**config.mk**
```make
export PLATFORM = sky130hd
export DESIGN_NAME = wired_and_arbiter
export DESIGN_NICKNAME = d
export VERILOG_FILES = /design/src/rtl/arb_pkg.sv /design/src/rtl/arb_datapath.sv /design/src/rtl/arb_control.sv /design/src/rtl/wired_and_arbiter.sv
export SDC_FILE = /design/constraint.sdc
export NUM_CORES = 1
export LEC_CHECK = 0
export ABC_AREA = 1
export BUFFER_PORTS_ARGS = -buffer_cell sky130_fd_sc_hd__buf_4
export CORE_AREA = 5 5 42 44
export DETAILED_ROUTE_END_ITERATION = 12
export DIE_AREA = 0 0 47 49
export PLACE_DENSITY = 0.42
export SLEW_MARGIN = 20
export SYNTH_ARGS = -nofsm -noshare
export SYNTH_HDL_FRONTEND = slang
export SYNTH_SLANG_ARGS = --single-unit
```
**constraint.sdc**
```tcl
create_clock -name clk -period 1.87 [get_ports clk]
set_clock_uncertainty 0.15 [all_clocks]
set_input_delay 0.374 -clock clk [delete_from_list [all_inputs] [get_ports clk]]
set_output_delay 0.374 -clock clk [all_outputs]
set_load 0.02 [all_outputs]
```
**src/rtl/arb_pkg.sv**
```systemverilog
package arb_pkg;

  typedef enum logic [1:0] {
    ARB_IDLE    = 2'b00,
    ARB_CONTEND = 2'b01,
    ARB_WON     = 2'b10,
    ARB_LOST    = 2'b11
  } arbState_e;

  // strobes from control to datapath
  typedef struct packed {
    logic clearWin;
    logic markWin;
    logic loseNow;
    logic errNow;
  } arbStrobe_t;

endpackage

```
**src/rtl/arb_datapath.sv**
```systemverilog
module arb_datapath #(
  parameter bit DOMINANT = 1'b0
) (
  input  logic                clk,
  input  logic                rstN,
  input  logic                txBit,
  input  logic                busLevel,
  input  arb_pkg::arbState_e  stateQ,
  input  arb_pkg::arbStrobe_t strobe,
  output logic                busDrive,
  output logic                transmitting,
  output logic                drvRecRdDom,
  output logic                mismatch,
  output logic                windowSeen,
  output logic                rxSwitch,
  output logic                bitError
);
  import arb_pkg::*;

  localparam bit RECESSIVE = ~DOMINANT;

  always_comb begin
    transmitting = (stateQ == ARB_CONTEND) || (stateQ == ARB_WON);
    busDrive     = transmitting ? txBit : RECESSIVE;
    mismatch     = (busLevel != busDrive);
    drvRecRdDom  = (busDrive == RECESSIVE) && (busLevel == DOMINANT);
  end

  always_ff @(posedge clk or negedge rstN) begin
    if (!rstN) begin
      windowSeen <= 1'b0;
      rxSwitch   <= 1'b0;
      bitError   <= 1'b0;
    end else begin
      if (strobe.clearWin)     windowSeen <= 1'b0;
      else if (strobe.markWin) windowSeen <= 1'b1;
      rxSwitch <= strobe.loseNow;
      bitError <= strobe.errNow;
    end
  end

endmodule

```
**src/rtl/arb_control.sv**
```systemverilog
module arb_control (
  input  logic                 clk,
  input  logic                 rstN,
  input  logic                 frameStart,
  input  logic                 frameEnd,
  input  logic                 sampleTick,
  input  logic                 arbWindow,
  input  logic                 transmitting,
  input  logic                 drvRecRdDom,
  input  logic                 mismatch,
  input  logic                 windowSeen,
  output arb_pkg::arbState_e   stateQ,
  output arb_pkg::arbStrobe_t  strobe
);
  import arb_pkg::*;

  arbState_e stateD;
  logic      bitSlot;
  logic      contending;
  logic      winNow;

  always_comb begin
    bitSlot    = sampleTick && !frameStart && !frameEnd;
    contending = (stateQ == ARB_CONTEND);

    strobe.clearWin = frameStart;
    strobe.markWin  = bitSlot && contending && arbWindow;
    strobe.loseNow  = bitSlot && contending && arbWindow && drvRecRdDom;
    strobe.errNow   = bitSlot && transmitting && mismatch && !strobe.loseNow;
    winNow          = bitSlot && contending && !arbWindow && windowSeen;

    stateD = stateQ;
    if (frameStart)          stateD = ARB_CONTEND;
    else if (frameEnd)       stateD = ARB_IDLE;
    else if (strobe.loseNow) stateD = ARB_LOST;
    else if (winNow)         stateD = ARB_WON;
  end

  always_ff @(posedge clk or negedge rstN) begin
    if (!rstN) stateQ <= ARB_IDLE;
    else       stateQ <= stateD;
  end

endmodule

```
**src/rtl/wired_and_arbiter.sv**
```systemverilog
module wired_and_arbiter #(
  parameter bit DOMINANT = 1'b0
) (
  input  logic       clk,
  input  logic       rstN,
  input  logic       frameStart,
  input  logic       frameEnd,
  input  logic       sampleTick,
  input  logic       arbWindow,
  input  logic       txBit,
  input  logic       busLevel,
  output logic       busDrive,
  output logic [1:0] arbStatus,
  output logic       rxSwitch,
  output logic       bitError
);
  import arb_pkg::*;

  arbState_e  stateQ;
  arbStrobe_t strobe;
  logic       transmitting;
  logic       drvRecRdDom;
  logic       mismatch;
  logic       windowSeen;

  arb_control ctrl_i (
    .clk          (clk),
    .rstN         (rstN),
    .frameStart   (frameStart),
    .frameEnd     (frameEnd),
    .sampleTick   (sampleTick),
    .arbWindow    (arbWindow),
    .transmitting (transmitting),
    .drvRecRdDom  (drvRecRdDom),
    .mismatch     (mismatch),
    .windowSeen   (windowSeen),
    .stateQ       (stateQ),
    .strobe       (strobe)
  );

  arb_datapath #(.DOMINANT(DOMINANT)) dp_i (
    .clk          (clk),
    .rstN         (rstN),
    .txBit        (txBit),
    .busLevel     (busLevel),
    .stateQ       (stateQ),
    .strobe       (strobe),
    .busDrive     (busDrive),
    .transmitting (transmitting),
    .drvRecRdDom  (drvRecRdDom),
    .mismatch     (mismatch),
    .windowSeen   (windowSeen),
    .rxSwitch     (rxSwitch),
    .bitError     (bitError)
  );

  assign arbStatus = stateQ;

endmodule

```
Yosys cells after proc, flatten, opt, wreduce, memory -nomap -nowiden
Cells that the tools add are included.
{"block": "classes", "eq_ne": 3, "reduce_logical": 18, "n_mux": 7, "n_bitwise": 1}
{"op": "1-bit logical AND", "n": 11}
{"op": "2-bit 2-to-1 mux", "n": 4}
{"op": "1-bit logical NOT", "n": 4}
{"op": "4-bit nonzero test", "n": 1}
{"op": "1-bit 2-to-1 mux", "n": 3}
{"op": "2-bit by 1-bit == test with 1-bit output, second input constant", "n": 1}
{"op": "2-bit == test, second input constant", "n": 1}
{"op": "2-bit nonzero test", "n": 1}
{"op": "1-bit logical OR", "n": 1}
{"op": "1-bit inequality test", "n": 1}
{"op": "1-bit NOT", "n": 1}
{"block": "word_totals", "out_inout_bits": 5, "register_bits": 5, "input_bits": 8}

Depth between registers and ports, before layout
Gate-level depths: netlist (run 1).
{"block": "logic_depth", "depth_word": 10, "mapped_depth": 8, "mapped_depth_nobuf": 8}

Cells and area by module
A second synthesis (run 1) with hierarchy kept.
{"block": "unflattened", "cells_unflattened": 44, "area_unflattened_um2": 307.8}
{"mod": "arb_control", "area_per_inst_um2": 162.7, "n_inst": 1, "seq_area_each_um2": 50.0, "cells_per_inst": 26}
{"mod": "arb_datapath", "area_per_inst_um2": 145.1, "n_inst": 1, "seq_area_each_um2": 75.1, "cells_per_inst": 18}

Worst setup path after synthesis (run 1)
Ideal clock, no wire load.
{"block": "synth_path", "path_type": "register to register", "from": "reg ctrl_i.stateQ[1]", "to": "reg ctrl_i.stateQ[0]", "arrival_time_ns": 1.633, "synth_period_minus_slack_ns": 1.901, "setup_ns": 0.118, "n_path_buf": 0, "slack_ns": -0.031, "path_stages_with_launch": 9, "path_cell_list": "dfrtp_1 > inv_1 > ha_1 > or2_2 > ha_1 > nand4_2 > inv_1 > nor2_1 > nand2_1"}
{"item": "start: declaration", "line_no": "arb_control.sv:12", "rtl": "output arb_pkg::arbState_e stateQ,"}
{"item": "start signal: assignment", "line_no": "arb_control.sv:41", "rtl": "else stateQ <= stateD;"}

Worst setup path in the final report (run 1)
{"block": "layout_path", "from": "reg ctrl_i.stateQ[1]", "to": "out busDrive"}
{"block": "layout_via", "elab_chain_cells": 3, "elab_cells_between_ends": 4, "cone_classes": "eq/ne: 2; mux: 1; reduce/logical: 1"}
{"item": "2-bit by 1-bit == test with 1-bit output or 2-bit == test (tied branches)", "line_no": "arb_datapath.sv:23", "rtl": "transmitting = (stateQ == ARB_CONTEND) || (stateQ == ARB_WON);"}
{"item": "1-bit logical OR (*)", "line_no": "arb_datapath.sv:23"}
{"item": "1-bit 2-to-1 mux (*)", "line_no": "arb_datapath.sv:24", "rtl": "busDrive = transmitting ? txBit : RECESSIVE;"}
{"item": "end: declaration", "line_no": "wired_and_arbiter.sv:12", "rtl": "output logic busDrive,"}
Mark *: on every way between the ends. The rest lies on a longest branch, timed or not.

==> impl_results.md, run 1 <==
- Share of cells above drive strength 1: 49.02%
- Crit-path max FO: 2
- Vias in the first global route: 264
- Fin nets: 62
- Origin of the critical flop-to-flop path: ctrl_i.stateQ[1]$_DFFE_PN0P_
- Synth Net Count: 43
- Mapped Avg Cell Area: 8.341 µm²
- Post-synthesis adder-cell area fraction: 9.091%
- FF-to-FF setup slack: 0.20 ns
- Simple-gate share of the synthesized area: 34.09%
- Hold WC Path Type: in -> reg
- RSZ-0062 raised after global routing: no
- Via count: 265
- Warnings, synthesis: 0
- Die Wd: 47 µm
- DP HPWL: 489 µm
- Setup Viol. Count Final: 0
- Initial core utilization: 19.64%
- # fillers: 158
- Normalized max-slew margin: 91.14%
- Top Family by Delay on Critical Path: flip-flops
- CP max stage cell: dfrtp_2
- MaxCap Viol Count: 0
- Worst path bufs/invs: 2
- P&R area growth vs syn: 63.64%
- H-tree Lvls: 1
- Initial drt markers: 2
- WL final: 605 µm
- FF-to-FF End: ctrl_i.stateQ[0]$_DFFE_PN0P_
- Hold worst-path end: dp_i.windowSeen$_DFFE_PN0P_
- CP Launch Type: flop
- CTS Root Cell: clkbuf_4
- Period utilization: 97.19%
- Hold depth: 2
- Worst-margin pin slew: 0.1328 ns
- XOR/XNOR Fraction of Synth Area: 0%
- Global-route wire length before repair: 1007 µm
- Status: finished clean
- WP data arrival: 1.29 ns
- Cell Area, Synth: 275.3 µm²
- Syn Inst Count: 33
- Hold path startpoint: frameStart
- # port buffers: 12
- Sequential element share of the synthesized area: 45.45%
- WS Path Type: reg -> out
- Power per cell area: 653.1 nW/µm²
- Worst path max stage delay: 0.40 ns
- DR pass1 iterations: 4
- Peak supply drop: 0.1833 mV
- Stages on worst setup path: 4
- Final Hold Vio Count: 0
- Synth Area in Compound Gates: 1.818%
- Yosys reg bits: 5
- Slew Limit Fails: 0
- Initial antenna violation count: 0
- Gr usage total: 6.497%
- Setup TNS: 0 ns
- Final ANT Viol Nets: 0
- Distinct cell type count after synthesis: 12
- Vias/cell: 3.955
- CTS buffer count: 3
- Die H: 49 µm
- Reg2reg path depth: 8
- WP data required: 1.35 ns
- CP cell instances: inv_2, ha_4, or2_4, buf_6
- Wirelength per Cell: 9.030 µm
- Leakage: 0.0002467 µW
- Post-synthesis mux area share: 0%
- TritonCTS Sinks: 5
- # rows: 14
- GR Overflow Total: 0
- Final hold slack: 0.1647 ns
- Largest net degree at the start of global routing: 6
- CTS max path bufs: 2
- Ant diodes: 0
- Main combinational cell family by area after synthesis: simple AND/OR/NAND/NOR gates
- Peak Freq: 0.5502 GHz
- Routability Congestion: 0.6904
- Die ar.: 2303 µm²
- Placeable core area: 1401 µm²
- Clk_lat worst skew: 0.24 ns
- Crit path capture type: primary output
- CTS tree: yes
- Clk slew on worst S/H paths: 0.05 ns
- # DRC: 0
- I/O Pins: 13
- Tmin final: 1.817 ns
-- Yosys cell counts --
library cell  count  area [µm²]
inv_1             7       26.28
nand2_1           7       26.28
dfrtp_1           5       125.1
nor2_1            3       11.26
nor2_2            3       18.77
ha_1              2       25.02
a21oi_1           1       5.000
and3_1            1       6.260
nand3_1           1       5.000
nand3b_1          1       7.510
nand4_2           1       12.51
or2_2             1       6.260
-- through the flow --
| stage | instances | instance area, µm² | util (%) | total power, µW | worst slack (ns) |
|---|---|---|---|---|---|
| finish | 67 | 450.4 | 32.14 | 294.2 | 0.05260 |
| global route | 67 | 450.4 | 32.14 | 313.5 | 0.006111 |
| CTS | 67 | 450.4 | 32.14 | 301.4 | 0.03793 |
| detailed placement | 61 | 387.9 | 27.68 | 161.1 | 0.07681 |
| global placement | 61 | 387.9 | 27.68 | 161.2 | 0.06898 |
| floorplan | 33 | 277.8 | - | 136.2 | 0.006395 |
-- power by group --
part / leakage, µW / switching [µW] / internal, µW
Combinational: 0.000167 / 24.4 / 29.2
Clock: 0.0000150 / 45.7 / 80.8
Sequential: 0.0000643 / 2.37 / 112
Total: 0.000247 / 72.4 / 222
-- flip-flops by register name, summed over array words and instances (netlist names) --
signal	cells
ctrl_i.stateQ	2
dp_i.rxSwitch	1
dp_i.bitError	1
dp_i.windowSeen	1
-- worst max-delay path by stage --
stage / startpoint / endpoint / slack (ns)
finish: ctrl_i.stateQ[1]$_DFFE_PN0P_ / busDrive / 0.05
global route: ctrl_i.stateQ[1]$_DFFE_PN0P_ / busDrive / 0.006
detailed placement: ctrl_i.stateQ[0]$_DFFE_PN0P_ / ctrl_i.stateQ[0]$_DFFE_PN0P_ / 0.08
floorplan: ctrl_i.stateQ[0]$_DFFE_PN0P_ / ctrl_i.stateQ[0]$_DFFE_PN0P_ / 0.006
CTS: ctrl_i.stateQ[1]$_DFFE_PN0P_ / busDrive / 0.04
global placement: ctrl_i.stateQ[0]$_DFFE_PN0P_ / ctrl_i.stateQ[0]$_DFFE_PN0P_ / 0.07
-- layer usage --
| layer | vias up | global-route usage (%) | routed length [µm] |
|---|---|---|---|
| li1 | 135 | - | - |
| met1 | 113 | 6.652 | 222 |
| met2 | 14 | 9.050 | 302 |
| met3 | 3 | 0.3690 | 52 |
| met4 | 0 | 9.677 | 29 |
| met5 | - | 0 | 0 |
-- cell usage in the layout (no fill, tap or decap), types with 2 or more instances in the layout --
master    instances
nand2_1           7
clkbuf_4          3
nor2_1            3
nor2_2            3
dfrtp_2           2
buf_4            12
inv_1             6
dfrtp_1           3
-- kinds of logic after synthesis --
family / Yosys count
DFF: 5
adders and majority gates: 2
AOI/OAI and AO/OA: 1
buffers and inverters: 7
and+or+nand+nor: 18
-- repair_timing --
| item | in CTS | in global routing |
|---|---|---|
| setup buffers | 1 | 0 |
| resized for setup | 4 | 0 |
| endpoints found under the hold margin | 5 | 0 |
| setup endpoints to repair | 1 | 0 |
| hold buffers | 1 | 0 |
-- final cells by class --
cell class	instances	area, µm²	share of cell area (%)
Sequential cell	5	127.6	28.33
Timing Repair Buffer	14	111.4	24.72
Inverter	7	26.28	5.833
Clock buffer	4	26.28	5.833
Tap cell	16	20.02	4.444
Multi-Input combinational cell	21	138.9	30.83
Note: power is estimated with default switching activity, not from simulation.
==> inputs of run 2 (changes only) <==
- CTS_CLUSTER_SIZE: not set -> 16
- REMOVE_ABC_BUFFERS: not set -> 1
==> run 2 against run 1 <==
Net effect:
- final area shrank 0.56%
- sequential share of layout area is 0.40 points lower
- non-clock buffer count did not move
- setup slack improved by 0.014 ns
- clock power shrank 5%
- total power is 2.1% lower
- via count down 6.4%
- sequential power is essentially flat
- routed wire length fell by 4.3%
- global-route usage is 1.3 points lower
- core utilization decreased by 0.18 points
==> impl_results.md, run 2 (synthesis gave the netlist of run 1 again) <==
- Hold depth: 2 (unchanged)
- Initial antenna violation count: 0 (unchanged)
- GR Overflow Total: 0 (unchanged)
- DR pass1 iterations: 1 (-3)
- Die Wd: 47 µm (unchanged)
- Power per cell area: 642.6 nW/µm² (-1.6%)
- Crit path capture type: primary output
- CTS max path bufs: 2 (unchanged)
- RSZ-0062 raised after global routing: no
- Hold worst-path end: dp_i.windowSeen$_DFFE_PN0P_
- CTS buffer count: 3 (unchanged)
- FF-to-FF End: ctrl_i.stateQ[0]$_DFFE_PN0P_
- Slew Limit Fails: 0 (unchanged)
- WP data required: 1.35 ns (about the same)
- Routability Congestion: 0.6664 (-3.5%)
- Number of flip-flops in the largest register: 2 (unchanged)
- Leakage: 0.0002492 µW (+1.0%)
- Period utilization: 96.45% (-0.74 points)
- Hold WC Path Type: in -> reg
- GRT met1 Usage: 5.369% (-1.3 points)
- TritonCTS Sinks: 5 (unchanged)
- WP data arrival: 1.28 ns (about the same)
- Final Hold Vio Count: 0 (unchanged)
- # DRC: 0 (unchanged)
- I/O Pins: 13 (unchanged)
- Worst slack, placed: 0.09816 ns (+0.02135 ns)
- Setup Viol. Count Final: 0 (unchanged)
- Final ANT Viol Nets: 0 (unchanged)
- Most common cell after layout, fill and taps aside: buf_4
- # port buffers: 12 (unchanged)
- Fin nets: 62 (unchanged)
- Normalized max-slew margin: 90.26% (-0.88 points)
- Largest net degree at the start of global routing: 6 (unchanged)
- Via count: 248 (-6.4%)
- Peak supply drop: 0.1650 mV (-10%)
- Share of cells above drive strength 1: 45.10% (-3.9 points)
- H-tree Lvls: 1 (unchanged)
- Status: finished clean
- Reg2reg path depth: 8 (unchanged)
- # rows: 14 (unchanged)
- Largest Register: ctrl_i.stateQ
- Origin of the critical flop-to-flop path: ctrl_i.stateQ[1]$_DFFE_PN0P_
- Met2 Usage GRT: 6.561% (-2.5 points)
- FF-to-FF setup slack: 0.21 ns (about the same)
- Initial core utilization: 19.64% (unchanged)
- Global-route wire length before repair: 807 µm (-20%)
- Die ar.: 2303 µm² (unchanged)
- Gr usage total: 5.170% (-1.3 points)
- Vias/cell: 3.701 (-6.4%)
- Die H: 49 µm (unchanged)
- Ant diodes: 0 (unchanged)
- WS Path Type: reg -> out
- CTS Root Cell: clkbuf_4
- Worst-margin pin slew: 0.1462 ns (+0.01340 ns)
- Wirelength per Cell: 8.642 µm (-4.3%)
- MaxCap Viol Count: 0 (unchanged)
- Initial drt markers: 0 (-2)
- CP Launch Type: flop
- Grt peak-use layer: met4
- Grt met3 use: 0.7380% (+0.37 points)
- WL final: 579 µm (-4.3%)
- Peak Freq: 0.5544 GHz (+0.76%)
- Setup TNS: 0 ns (unchanged)
- Vias in the first global route: 234 (-11%)
- Setup ws final: 0.06638 ns (+0.01379 ns)
- P&R area growth vs syn: 62.73%
- Placeable core area: 1401 µm² (unchanged)
- Hold path startpoint: frameStart
- Commonest non-fill, non-tap cells in the layout: buf_4, nand2_1, inv_1
- Clk_lat worst skew: 0.24 ns (about the same)
- Tmin final: 1.804 ns (-0.01379 ns)
- Clk slew on worst S/H paths: 0.04 ns (about the same)
- Crit-path max FO: 2 (unchanged)
- CTS tree: yes
==> run 2: changes by cell type in the layout (fill, tap and decap cells not counted) <==
cell / change
dfrtp_2: -2
dfrtp_1: +2
==> run 2: critical path: stages (launching register included) <==
cell	delay (ns)
dfrtp_1	0.37
inv_2	0.09
ha_4	0.20
or2_4	0.25
buf_6	0.13
==> run 2: what timing repair did <==
item	in CTS	in global routing
pin swaps	1	0
endpoints found under the hold margin	5	0
resized for setup	3	1
buffers inserted	1	0
endpoints found under the setup margin	1	1
hold buffers	1	0
==> run 2: layout make-up <==
cell class                      count  area (µm²)
Tap cell                           16       20.02
Inverter                            7       26.28
Sequential cell                     5       125.1
Timing Repair Buffer               14       111.4
Multi-Input combinational cell     21       138.9
Clock buffer                        4       26.28
Fill cell                         150       953.4
==> run 2: through the flow <==
step | total power (µW) | hold slack (ns) | util (%) | area, µm² | instances
after floorplan | 135.9 | -0.07159 | - | 275.3 | 33
after global placement | 160.8 | 0.02764 | 27.50 | 385.4 | 61
after detailed placement | 160.3 | 0.02575 | 27.50 | 385.4 | 61
after CTS | 291.2 | 0.1609 | 31.07 | 435.4 | 67
after global routing | 303.4 | 0.1660 | 31.96 | 447.9 | 67
final | 287.9 | 0.1685 | 31.96 | 447.9 | 67
==> run 2: how the worst max path moves through the flow <==
stage	start	to	slack, ns	cells past startpoint
after floorplan	ctrl_i.stateQ[1]$_DFFE_PN0P_	ctrl_i.stateQ[0]$_DFFE_PN0P_	-0.03	8
after detailed placement	ctrl_i.stateQ[0]$_DFFE_PN0P_	ctrl_i.stateQ[0]$_DFFE_PN0P_	0.1	7
after global placement	ctrl_i.stateQ[0]$_DFFE_PN0P_	ctrl_i.stateQ[0]$_DFFE_PN0P_	0.07	7
after global routing	ctrl_i.stateQ[1]$_DFFE_PN0P_	busDrive	0.005	4
after CTS	ctrl_i.stateQ[1]$_DFFE_PN0P_	busDrive	0.02	4
final	ctrl_i.stateQ[1]$_DFFE_PN0P_	busDrive	0.07	4
==> run 2: where the power goes <==
group / switching (µW) / internal (µW) / total [µW]
registers: 2.23 / 112 / 114
logic: 24.6 / 29.3 / 53.9
clock network: 39.7 / 80.4 / 120
total: 66.6 / 221 / 288
==> run 2: layer usage <==
layer	vias to the layer above	wire (µm)	part of all wire, %
li1	135	-	-
met4	0	0	0
met1	104	251	43
met2	9	278	48
met5	-	0	0
met3	0	49	8.5
==> inputs of run 3 (changes only) <==
- CTS_CLUSTER_DIAMETER: not set -> 120
- clock period: 1.87 -> 2.3 ns (I/O delays scaled with it)
==> run 3 against run 2 <==
Net effect:
- register-to-register slack better by 0.32 ns
- via count is 2.8% lower
- sequential share of layout area grew 1.7 points
- routed wire length fell by 7.1%
- largest cell class is now flip-flops and latches
- highest routed layer unchanged
==> impl_results.md, run 3 (synthesis gave the netlist of run 1 again) <==
- Status: finished clean
- CTS tree: yes
- Crit path capture type: primary output
- H-tree Lvls: 1 (unchanged)
- Die ar.: 2303 µm² (unchanged)
- Die H: 49 µm (unchanged)
- Normalized max-slew margin: 91.40% (+1.1 points)
- Via count: 241 (-2.8%)
- Setup TNS: 0 ns (unchanged)
- Routability Congestion: 0.7081 (+6.3%)
- Worst-margin pin slew: 0.1288 ns (-0.01731 ns)
- Commonest non-fill, non-tap cells in the layout: buf_4, inv_1, nand2_1
- Seq pwr share: 39.7% (+0.2 points)
- Final ANT Viol Nets: 0 (unchanged)
- Tmin final: 2.038 ns
- Peak supply drop: 0.1067 mV (-35%)
- Clk slew on worst S/H paths: 0.05 ns (about the same)
- Gr usage total: 5.579% (+0.41 points)
- Initial antenna violation count: 0 (unchanged)
- MaxCap Viol Count: 0 (unchanged)
- Final hold slack: 0.2552 ns (+0.08673 ns)
- Crit-path max FO: 3 (+1)
- Top Family by Delay on Critical Path: flip-flops
- Worst path max stage delay: 0.40 ns (+0.03 ns)
- P&R area growth vs syn: 53.64%
- Clk pwr share: 44.0% (+2.3 points)
- WP data arrival: 1.43 ns (+0.15 ns)
- Hold WC Path Type: in -> reg
- DP Area: 385.4 µm² (unchanged)
- RSZ-0062 raised after global routing: no
- CP cell instances: ha_1, or2_2, buf_4
- Post-CTS Setup Repair Bufs: 0 (-1)
- Setup ws final: 0.2618 ns (+0.1954 ns)
- Period utilization: 88.62%
- Number of flip-flops in the largest register: 2 (unchanged)
- Worst slack, placed: 0.5255 ns (+0.4273 ns)
- Vias in the first global route: 241 (+3.0%)
- Ant diodes: 0 (unchanged)
- Fin nets: 61 (-1.6%)
- # fillers: 161 (+7.3%)
- Worst path bufs/invs: 1 (-1)
- WL final: 538 µm (-7.1%)
- CTS max path bufs: 2 (unchanged)
- Power per cell area: 547.4 nW/µm² (-15%)
- Sw frac: 25.34% (+2.2 points)
- Logic gate share of total power: 16.3% (-2.4 points)
- Share of cells above drive strength 1: 42.00% (-3.1 points)
- Final Hold Vio Count: 0 (unchanged)
- # port buffers: 12 (unchanged)
- Initial core utilization: 19.64% (unchanged)
- Wirelength per Cell: 8.152 µm (-5.7%)
- Most common cell after layout, fill and taps aside: buf_4
- WS Path Type: reg -> out
- I/O Pins: 13 (unchanged)
- GR Overflow Total: 0 (unchanged)
- DR pass1 iterations: 1 (unchanged)
- Slew Limit Fails: 0 (unchanged)
- CTS-repair resized insts: 0 (-3)
- Utilization after layout: 30.18% (-1.8 points)
- Clk_lat worst skew: 0.25 ns (about the same)
- CP max stage cell: dfrtp_1
- TritonCTS Sinks: 5 (unchanged)
- # DRC: 0 (unchanged)
- Leakage: 0.0002434 µW (-2.3%)
- CTS Root Cell: clkbuf_4
- Global-route wire length before repair: 883 µm (+9.4%)
- # rows: 14 (unchanged)
- Placeable core area: 1401 µm² (unchanged)
- Peak Freq: 0.4906 GHz
- DP HPWL: 457.9 µm
- Sw power: 58.66 µW (-12%)
- Largest Register: ctrl_i.stateQ
- Die Wd: 47 µm (unchanged)
- Setup Viol. Count Final: 0 (unchanged)
- WP data required: 1.69 ns (+0.34 ns)
- CP Launch Type: flop
- Vias/cell: 3.652 (-1.4%)
- Fin area: 422.9 µm² (-5.6%)
- Largest net degree at the start of global routing: 6 (unchanged)
- CTS buffer count: 3 (unchanged)
- Initial drt markers: 0 (unchanged)
- Internal cell power: 172.8 µW (-22%)
==> run 3: timing repair <==
action	4_1_cts	5_1_grt
setup endpoints to repair	0	0
hold buffers	1	0
hold endpoints to repair	5	0
==> run 3: per-layer routing <==
layer | global-route usage [%] | wire [µm]
met1 | 5.543 | 244
met2 | 7.466 | 235
met3 | 2.214 | 59
met4 | 6.912 | 0
met5 | 0 | 0
==> run 3: final timing paths <==
kind	from	endpoint	slack, ns	depth (start not counted)
max	ctrl_i.stateQ[0]$_DFFE_PN0P_	busDrive	0.26	3
min	frameStart	dp_i.windowSeen$_DFFE_PN0P_	0.26	2
max reg2reg	ctrl_i.stateQ[0]$_DFFE_PN0P_	ctrl_i.stateQ[0]$_DFFE_PN0P_	0.53	7
min reg2reg	dp_i.windowSeen$_DFFE_PN0P_	dp_i.windowSeen$_DFFE_PN0P_	0.37	2
max in group asynchronous	rstN	dp_i.windowSeen$_DFFE_PN0P_	1.49	2
min in group asynchronous	rstN	ctrl_i.stateQ[0]$_DFFE_PN0P_	0.40	2
==> run 3: final cells by class <==
cell class	instances	area, µm²	share of cell area (%)
Inverter	7	26.28	6.213
Clock inverter	1	5.005	1.183
Tap cell	16	20.02	4.734
Timing Repair Buffer	13	100.1	23.67
Clock buffer	3	22.52	5.325
Multi-Input combinational cell	21	123.9	29.29
Sequential cell	5	125.1	29.59
==> run 3: through the flow <==
step	instances	power, µW
6_report	66	231.5
2_1_floorplan	33	110.5
3_5_place_dp	61	130.5
5_1_grt	66	245.5
3_3_place_gp	61	131.3
4_1_cts	66	238.4
==> run 3: power by group through the flow <==
stage               clock [µW]  combinational (µW)  sequential (µW)
floorplan                    0                14.9             95.6
global placement             0                37.8             93.5
detailed placement           0                37.2             93.3
CTS                        108                38.6             92.0
global route               111                42.5             92.4
finish                     102                37.6             92.0
